<file path="config.mk">
export PLATFORM = sky130hd
export DESIGN_NAME = prio_irq_ctrl
export DESIGN_NICKNAME = d
export VERILOG_FILES = /design/src/rtl/prio_irq_pkg.sv /design/src/rtl/pic_cmd_decode.sv /design/src/rtl/pic_prio_pick.sv /design/src/rtl/prio_irq_ctrl.sv
export SDC_FILE = /design/constraint.sdc
export NUM_CORES = 1
export LEC_CHECK = 0
export BUFFER_PORTS_ARGS = -buffer_cell sky130_fd_sc_hd__buf_2
export CORE_ASPECT_RATIO = 1.75
export CORE_MARGIN = 4
export CORE_UTILIZATION = 40
export CTS_CLUSTER_DIAMETER = 40
export DETAILED_ROUTE_END_ITERATION = 10
export SYNTH_ARGS = -nofsm -noshare
export SYNTH_HDL_FRONTEND = slang
export SYNTH_SLANG_ARGS = --single-unit
</file>
<file path="constraint.sdc">
create_clock -name clk -period 11.9 [get_ports clk]
set_clock_uncertainty 0.2 [all_clocks]
set_input_delay 1.19 -clock clk [delete_from_list [all_inputs] [get_ports clk]]
set_output_delay 1.19 -clock clk [all_outputs]
set_load 0.05 [all_outputs]
</file>
<file path="src/rtl/prio_irq_pkg.sv">
package prio_irq_pkg;

   // Decoded action of a single register-port cycle
   typedef struct packed {
      logic init;      // mode/init write on location 0
      logic rot_en;    // rotating mode requested by init
      logic base_ld;   // location 1 write right after init
      logic mask_ld;   // ordinary location 1 write
      logic eoi;       // any end-of-interrupt command
      logic eoi_spec;  // command names its input
      logic eoi_rot;   // command carries the rotate flag
   } pic_cmd_t;

   localparam int unsigned CMD_INIT_BIT = 4;
   localparam int unsigned CMD_ROT_BIT  = 0;

endpackage

</file>
<file path="src/rtl/pic_cmd_decode.sv">
module pic_cmd_decode
   import prio_irq_pkg::*;
#(
   parameter int unsigned DW = 8,
   parameter int unsigned IW = 3
) (
   input  logic          sel,
   input  logic          wr,
   input  logic          addr,
   input  logic [DW-1:0] wdata,
   input  logic          base_armed,
   output pic_cmd_t      cmd,
   output logic [IW-1:0] level
);

   logic wr_hit;
   logic [2:0] op;

   initial begin
      assert (DW >= 8 && IW < DW) else $error("pic_cmd_decode: bad widths");
   end

   assign wr_hit = sel & wr;
   assign op     = wdata[7:5];
   assign level  = wdata[IW-1:0];

   always_comb begin
      cmd          = '0;
      cmd.init     = wr_hit & ~addr & wdata[CMD_INIT_BIT];
      cmd.rot_en   = wdata[CMD_ROT_BIT];
      cmd.base_ld  = wr_hit & addr & base_armed;
      cmd.mask_ld  = wr_hit & addr & ~base_armed;
      cmd.eoi      = wr_hit & ~addr & ~wdata[CMD_INIT_BIT] & op[0];
      cmd.eoi_spec = op[1];
      cmd.eoi_rot  = op[2];
   end

endmodule

</file>
<file path="src/rtl/pic_prio_pick.sv">
module pic_prio_pick #(
   parameter int unsigned N  = 8,
   parameter int unsigned IW = $clog2(N)
) (
   input  logic [N-1:0]  vec,
   input  logic [IW-1:0] lowest,
   output logic          found,
   output logic [IW-1:0] idx
);

   logic [N-1:0] rot;

   initial begin
      assert (N == (1 << IW)) else $error("pic_prio_pick: N must be a power of two");
   end

   // rot[0] is the input ranked highest, rot[N-1] the lowest
   for (genvar k = 0; k < N; k++) begin : g_rot
      assign rot[k] = vec[IW'(lowest + IW'(k + 1))];
   end

   always_comb begin
      found = 1'b0;
      idx   = lowest;
      for (int k = N - 1; k >= 0; k--) begin
         if (rot[k]) begin
            found = 1'b1;
            idx   = IW'(lowest + IW'(k + 1));
         end
      end
   end

endmodule

</file>
<file path="src/rtl/prio_irq_ctrl.sv">
module prio_irq_ctrl
   import prio_irq_pkg::*;
#(
   parameter int unsigned NUM_IRQ = 8,
   parameter int unsigned DW      = 8
) (
   input  logic               clk,
   input  logic               rst_n,
   input  logic [NUM_IRQ-1:0] irq_req,
   input  logic               sel,
   input  logic               rd,
   input  logic               wr,
   input  logic               addr,
   input  logic [DW-1:0]      wdata,
   output logic [DW-1:0]      rdata,
   input  logic               ack,
   output logic               irq_out
);

   localparam int unsigned IW = $clog2(NUM_IRQ);
   localparam int unsigned BW = DW - IW;

   initial begin
      assert (NUM_IRQ == DW && NUM_IRQ == (1 << IW))
         else $error("prio_irq_ctrl: NUM_IRQ must equal DW and be a power of two");
   end

   logic [NUM_IRQ-1:0] irr_q, mask_q, isr_q;
   logic [IW-1:0]      lowp_q;
   logic [BW-1:0]      base_q;
   logic               rot_mode_q, armed_q;

   pic_cmd_t      cmd;
   logic [IW-1:0] cmd_level;

   logic               req_found, isr_found, fwd;
   logic [IW-1:0]      req_idx, isr_idx;
   logic [NUM_IRQ-1:0] isr_set, isr_clr, pend;

   pic_cmd_decode #(.DW(DW), .IW(IW)) u_dec (
      .sel(sel), .wr(wr), .addr(addr), .wdata(wdata),
      .base_armed(armed_q), .cmd(cmd), .level(cmd_level)
   );

   assign pend = irr_q & ~mask_q;

   pic_prio_pick #(.N(NUM_IRQ), .IW(IW)) u_req_pick (
      .vec(pend), .lowest(lowp_q), .found(req_found), .idx(req_idx)
   );

   pic_prio_pick #(.N(NUM_IRQ), .IW(IW)) u_isr_pick (
      .vec(isr_q), .lowest(lowp_q), .found(isr_found), .idx(isr_idx)
   );

   // Rank 0 is the highest priority under the current pointer
   function automatic logic [IW-1:0] rank_of(input logic [IW-1:0] i,
                                             input logic [IW-1:0] lp);
      return IW'(i - lp - IW'(1));
   endfunction

   assign fwd = req_found &
                (~isr_found | (rank_of(req_idx, lowp_q) < rank_of(isr_idx, lowp_q)));

   assign irq_out = fwd & ~ack;

   always_comb begin
      isr_set = '0;
      isr_clr = '0;
      if (ack && fwd) isr_set[req_idx] = 1'b1;
      if (cmd.eoi) begin
         if (cmd.eoi_spec)    isr_clr[cmd_level] = 1'b1;
         else if (isr_found)  isr_clr[isr_idx]   = 1'b1;
      end
   end

   always_ff @(posedge clk or negedge rst_n) begin
      if (!rst_n) begin
         irr_q      <= '0;
         mask_q     <= '0;
         isr_q      <= '0;
         lowp_q     <= '1;
         base_q     <= '0;
         rot_mode_q <= 1'b0;
         armed_q    <= 1'b0;
      end else begin
         irr_q <= irq_req & ~isr_set;
         if (cmd.init) begin
            mask_q     <= '0;
            isr_q      <= '0;
            lowp_q     <= '1;
            rot_mode_q <= cmd.rot_en;
            armed_q    <= 1'b1;
         end else begin
            isr_q <= (isr_q & ~isr_clr) | isr_set;
            if (cmd.base_ld) begin
               base_q  <= wdata[DW-1:IW];
               armed_q <= 1'b0;
            end
            if (cmd.mask_ld) mask_q <= wdata[NUM_IRQ-1:0];
            if (cmd.eoi && cmd.eoi_rot && rot_mode_q) begin
               if (cmd.eoi_spec)   lowp_q <= cmd_level;
               else if (isr_found) lowp_q <= isr_idx;
            end
         end
      end
   end

   always_comb begin
      rdata = '0;
      if (ack)             rdata = {base_q, (fwd ? req_idx : {IW{1'b1}})};
      else if (sel && rd)  rdata = addr ? DW'(mask_q) : DW'(isr_q);
   end


   masked_quiet_chk: assert property (@(posedge clk) disable iff (!rst_n)
      irq_out |-> ((irr_q & ~mask_q) != '0));


   nest_block_chk: assert property (@(posedge clk) disable iff (!rst_n)
      irq_out |-> !isr_q[req_idx]);


   ack_isr_set_chk: assert property (@(posedge clk) disable iff (!rst_n)
      (ack && fwd && !cmd.init) |=> isr_q[$past(req_idx)]);


   ack_irr_clr_chk: assert property (@(posedge clk) disable iff (!rst_n)
      (ack && fwd) |=> !irr_q[$past(req_idx)]);


   eoi_clear_chk: assert property (@(posedge clk) disable iff (!rst_n)
      (cmd.eoi && !cmd.eoi_spec && isr_found && !ack) |=> !isr_q[$past(isr_idx)]);


   rot_ptr_chk: assert property (@(posedge clk) disable iff (!rst_n)
      (cmd.eoi && cmd.eoi_rot && !cmd.eoi_spec && rot_mode_q && isr_found)
      |=> (lowp_q == $past(isr_idx)));

endmodule

</file>
Word level (Yosys, flattened, before mapping)
Cells that the tools add are included.

Output and inout bits: 9. Bits of input ports: 23. Flip-flop bits (word level): 34. Word-level logic and storage cells: 155.

Bitwise operators: 24. Reduce and logical (&&, ||, !) cells: 13. Add/sub/neg operators: 11. $lt $le $gt $ge: 15. Muxes and demuxes: 85.

Operators by type and width (count): 8-bit 2-to-1 mux (10); 3-bit 2-to-1 mux (19); 1-bit binary-select mux with 3-bit select (16); 3-bit by 4-bit < comparator with 1-bit output (second input constant) (11); 1-bit 2-to-1 mux (37); 8-bit AND (3); 8-bit NOT (3); 3-bit adder (second input constant) (4); 1-bit AND (10); 1-bit demux with 3-bit select (3); 3-bit by 1-bit >= comparator with 1-bit output (second input constant) (3); 8-bit bitwise OR (1); 1-bit logical AND (7); 3-bit by 2-bit adder with 3-bit output (second input constant) (2); 1-bit NOT (6); 2-bit nonzero test (3); 3-bit by 1-bit subtractor with 3-bit output (second input constant) (2); 3-bit subtractor (2); 2-bit AND reduction (2); 3-bit by 1-bit adder with 3-bit output (second input constant) (1); 3-bit < comparator (1); 3-bit nonzero test (1); 1-bit bitwise OR (1).

Logic depth before layout (Yosys ltp)
Word-level depth: 21. Gate-level depth with buffers: 22. Mapped depth without buffers: 19.

Cells and area by module
Synthesis repeated with hierarchy kept, for this count alone.

Cell total of the unflattened synthesis: 359. Area, all modules: 3424.5 um2.

By module, submodules not included: prio_irq_ctrl (cells an instance 188, times used 1, area an instance 1964.4 um2); pic_prio_pick (cells an instance 80, times used 2, area an instance 684.4 um2); pic_cmd_decode (cells an instance 11, times used 1, area an instance 91.3 um2).

Worst setup path before layout
Ideal clock, no wire load.

Path type: reg-to-output. Start: register lowp_q[1]. End: output port rdata[0]. Setup slack: 4983 ps. Stages on the path, launching flop included: 20. Required time: 10510 ps. Data arrival time: 5527 ps. Path through: dfstp_2 > buf_2 > clkinv_1 > ha_1 > buf_2 > mux2_2 > mux4_2 > a211oi_1 > o31a_1 > xnor2_1 > inv_1 > ha_1 > fa_1 > xnor2_1 > xnor2_1 > ha_1 > nor2b_1 > o21ai_4 > o311a_4 > a21oi_1.

Cells in the longest elaborated chain, start to end: 17. Elaborated cells on any way between the ends: 79. Classes of those cells: add/sub (11); order compare (1); mux (64); bitwise (3).

RTL lines: start: declaration (line prio_irq_ctrl.sv:29) `logic [IW-1:0] lowp_q;`; start signal: assignment (line prio_irq_ctrl.sv:101) `if (cmd.eoi_spec) lowp_q <= cmd_level;`; start signal: assignment (line prio_irq_ctrl.sv:102) `else if (isr_found) lowp_q <= isr_idx;`; 3-bit adder (line pic_prio_pick.sv:19, pic_prio_pick.sv:28); 1-bit binary-select mux with 3-bit select (line pic_prio_pick.sv:19) `assign rot[k] = vec[IW'(lowest + IW'(k + 1))];`; 1-bit 2-to-1 mux (not written as such) (line pic_prio_pick.sv:19); 3-bit 2-to-1 mux (7 in a row) (line pic_prio_pick.sv:26) `if (rot[k]) begin`; 3-bit subtractor (line prio_irq_ctrl.sv:58) `return IW'(i - lp - IW'(1));`; 3-bit by 1-bit subtractor with 3-bit output (line prio_irq_ctrl.sv:58); 3-bit < comparator (line prio_irq_ctrl.sv:62) `(~isr_found | (rank_of(req_idx, lowp_q) < rank_of(isr_idx, lowp_q)));`; 1-bit bitwise OR (line prio_irq_ctrl.sv:62); 1-bit AND (line prio_irq_ctrl.sv:61) `assign fwd = req_found &`; 3-bit 2-to-1 mux * (line prio_irq_ctrl.sv:110) `if (ack) rdata = {base_q, (fwd ? req_idx : {IW{1'b1}})};`; 8-bit 2-to-1 mux * (line prio_irq_ctrl.sv:110); end: declaration (line prio_irq_ctrl.sv:15) `output logic [DW-1:0] rdata,`.

Mark *: on every way between the ends. The rest lies on a longest branch, timed or not. The select of a mux whose other input is x is not followed.

Worst setup path after layout
Ends and elaborated chain as after synthesis.

==> results.sh <==
export IMPL_dieHeight_microns=136.2
export IMPL_cts_tree="built"
export IMPL_timing_rr_start="lowp_q[1]"
export IMPL_routed_wl_microns=12240
export IMPL_syn_num_nets=408
export IMPL_fin_crit_sh_pct=68.26
export IMPL_r2r_end="isr_q[2]"
export IMPL_synth_main_ff_cell="dfrtp_1"
export IMPL_rows=46
export IMPL_cts_num_sinks=34
export IMPL_ff2ff_path_depth=18
export IMPL_r2r_setup_slack_ns=4.67
export IMPL_cts_max_level=2
export IMPL_overflow=0
export IMPL_ctsHoldBuffers=0
export IMPL_yosysTopAreaCell="dfrtp_1"
export IMPL_netlist_top_cells_area="dfrtp_1, mux4_2, mux2i_1, mux2_2, mux4_1"
export IMPL_clock_latency_ns=0.29
export IMPL_die_area_sq_um=11070
export IMPL_rsz0062_at_grt="no"
export IMPL_ys_async_sr_fraction_pct=100.0
export IMPL_clk_pin_slew_ns=0.06
export IMPL_viasPerCell=6.899
export IMPL_period_needed_ns=8.123
export IMPL_num_vias=3560
export IMPL_core_sq_um=9094
export IMPL_maxSlewHeadroom_pct=30.48
export IMPL_gp_congestion=0.9673
export IMPL_cap_viol_max_count=0
export IMPL_synth_edff_count=0
export IMPL_max_freq_mhz=123.1
export IMPL_die_w_microns=81.28
export IMPL_synthCells=377
export IMPL_diodes=0
export IMPL_first_global_vias=3599
export IMPL_ir_worst_vdd_uv=276.0
export IMPL_cts_buffer_depth=2
export IMPL_power_leakage_uw=0.001720
export IMPL_seqCellArea_sq_um=854.6
export IMPL_cts_resized=0
export IMPL_cts_buffers_inserted=5
export IMPL_dpl_hpwl_microns=9547
export IMPL_crit_fanout=30
export IMPL_syn_area_sq_um=3759
export IMPL_yosysUniqueCellTypes=76
export IMPL_routedWlPerCell_microns=23.72
export IMPL_startpoint="lowp_q[1]"
export IMPL_yosys_warnings=0
export IMPL_cts_setup_buffers=0
export IMPL_start_util_pct=41.33
export IMPL_tns_ns=0
export IMPL_grt_max_degree=35
export IMPL_total_power_uw=1360
export IMPL_worst_pin_slew_ns=1.039
export IMPL_yosysMostFrequentCell="dfrtp_1"
export IMPL_port_buffers=31
export IMPL_power_density_nw_per_um2=331.3
export IMPL_grt_pass1_wl_microns=19330
export IMPL_worst_setup_path_end_kind="output pin"
export IMPL_start_kind="flop"
export IMPL_cp_arrival_ns=6.73
export IMPL_outcome="finished clean"
export IMPL_maxSlewViolCount=0
export IMPL_cts_root_buf="clkbuf_16"
export IMPL_syn_avg_cell_area_sq_um=9.970
export IMPL_fillerInstances=925
export IMPL_final_layout_size_suffix_gt1_share_pct=24.49
export IMPL_synth_seq_area_share_pct=22.74
export IMPL_ios=32
export IMPL_antenna_found_initial=0
export IMPL_netlist_area_leader_share_pct=20.64
export IMPL_setup_violations=0
export IMPL_area_growth_pct=9.221
export IMPL_ant_nets=0
export IMPL_ys_seq_elements=34
export IMPL_drc=0
export IMPL_hold_path_class="reg2reg"
export IMPL_nNetsFinal=426
export IMPL_crit_required_ns=10.51
export IMPL_multi_input_area_sq_um=2726
export IMPL_synth_common_cells="dfrtp_1, mux2i_1, nand2_1, mux4_2, nor2_1"
export IMPL_critPathKind="reg2out"
export IMPL_grtUsageTotal_pct=23.39
export IMPL_drt_iter0_drc=399
export IMPL_hold_viol=0
export IMPL_endpoint="rdata[0]"
export IMPL_drt_pass1_iterations=5
critical path: stages, from the launching register on:
cell and delay [ns]:
dfstp_2 0.91, clkinv_1 0.49, ha_1 1.00, mux4_1 0.75
mux2_2 0.35, a211oi_1 0.26, o31a_1 0.26, xnor2_1 0.20
inv_1 0.13, ha_1 0.21, fa_1 0.38, xnor2_1 0.15
xnor2_1 0.16, ha_1 0.30, nor2b_1 0.21, o21ai_4 0.07
o311a_4 0.15, a21oi_1 0.15, buf_2 0.28
sequential cells by signal, summed over array words and instances, names as in the netlist:
signal and flops:
armed_q 1, base_q 5, irr_q 8, isr_q 8, lowp_q 3, mask_q 8, rot_mode_q 1
layout by cell type (no fill, tap or decap), types with 5 or more instances in the layout:
master      n
dfrtp_1    31
clkbuf_16   5
a31oi_1     7
ha_1        6
nor2_1     17
o311ai_0    5
o211ai_1    8
o31a_1     10
nor2b_1    10
mux2i_1    25
o31ai_1     5
mux2_2     16
a21oi_1     8
o21ai_0    14
o311a_1     5
xnor2_1     7
nand2_1    25
inv_1      12
a22o_1      8
buf_2      31
a21boi_0    5
nand3_1     6
nand2b_1   14
mux4_2     19
cells by family after synthesis:
| kind of cell | count (synthesis) | synth area share (%) |
|---|---|---|
| AND/OR/NAND/NOR | 98 | 14.15 |
| adder cells (fa/ha/maj) | 8 | 3.063 |
| multiplexers | 64 | 25.63 |
| buffers and inverters | 38 | 4.727 |
| XOR/XNOR | 11 | 2.963 |
| AO/OA/AOI/OAI | 124 | 26.73 |
| flip-flops | 34 | 22.74 |
per-layer routing:
layer,vias up,routed length (microns),track usage [%]
li1,1546,-,-
met1,1729,4184,23.53
met2,217,6591,42.70
met3,68,564,2.188
met4,0,898,17.58
met5,-,0,0
power breakdown:
group          internal [uW]  leakage (uW)  switching, uW
Clock                   83.0     0.0000739           50.4
Combinational            396       0.00123            611
Sequential               151      0.000416           68.7
Total                    630       0.00172            730
stage by stage:
| step | worst slack, ns | area (sq um) | hold WS (ns) | instances | utilization (%) |
|---|---|---|---|---|---|
| after global routing | 3.444 | 4105 | 0.3270 | 516 | 45.14 |
| after global placement | 4.277 | 3958 | 0.2761 | 508 | 43.52 |
| final | 3.777 | 4105 | 0.2914 | 516 | 45.14 |
| after floorplan | 4.983 | 3759 | 0.2459 | 377 | - |
| after CTS | 3.830 | 4105 | 0.2983 | 516 | 45.14 |
| after detailed placement | 4.161 | 3958 | 0.2852 | 508 | 43.52 |
worst min path at each step:
stage                     startpoint         end  slack [ns]  cells after the start
after floorplan           rot_mode_q  rot_mode_q        0.25                      2
after global placement    rot_mode_q  rot_mode_q        0.28                      2
after detailed placement  rot_mode_q  rot_mode_q        0.29                      2
after CTS                 rot_mode_q  rot_mode_q        0.30                      2
after global routing      rot_mode_q  rot_mode_q        0.33                      2
final                     rot_mode_q  rot_mode_q        0.29                      2
final cells by class:
cell class	count	area share (%)
repair buffers	32	3.962
clock inverters	1	0.1219
multi-input cells	305	66.41
inverters	17	1.554
flip-flops and latches	34	20.82
well taps	120	3.657
clock buffers	7	3.475
Power figures use the tool's default switching activity.
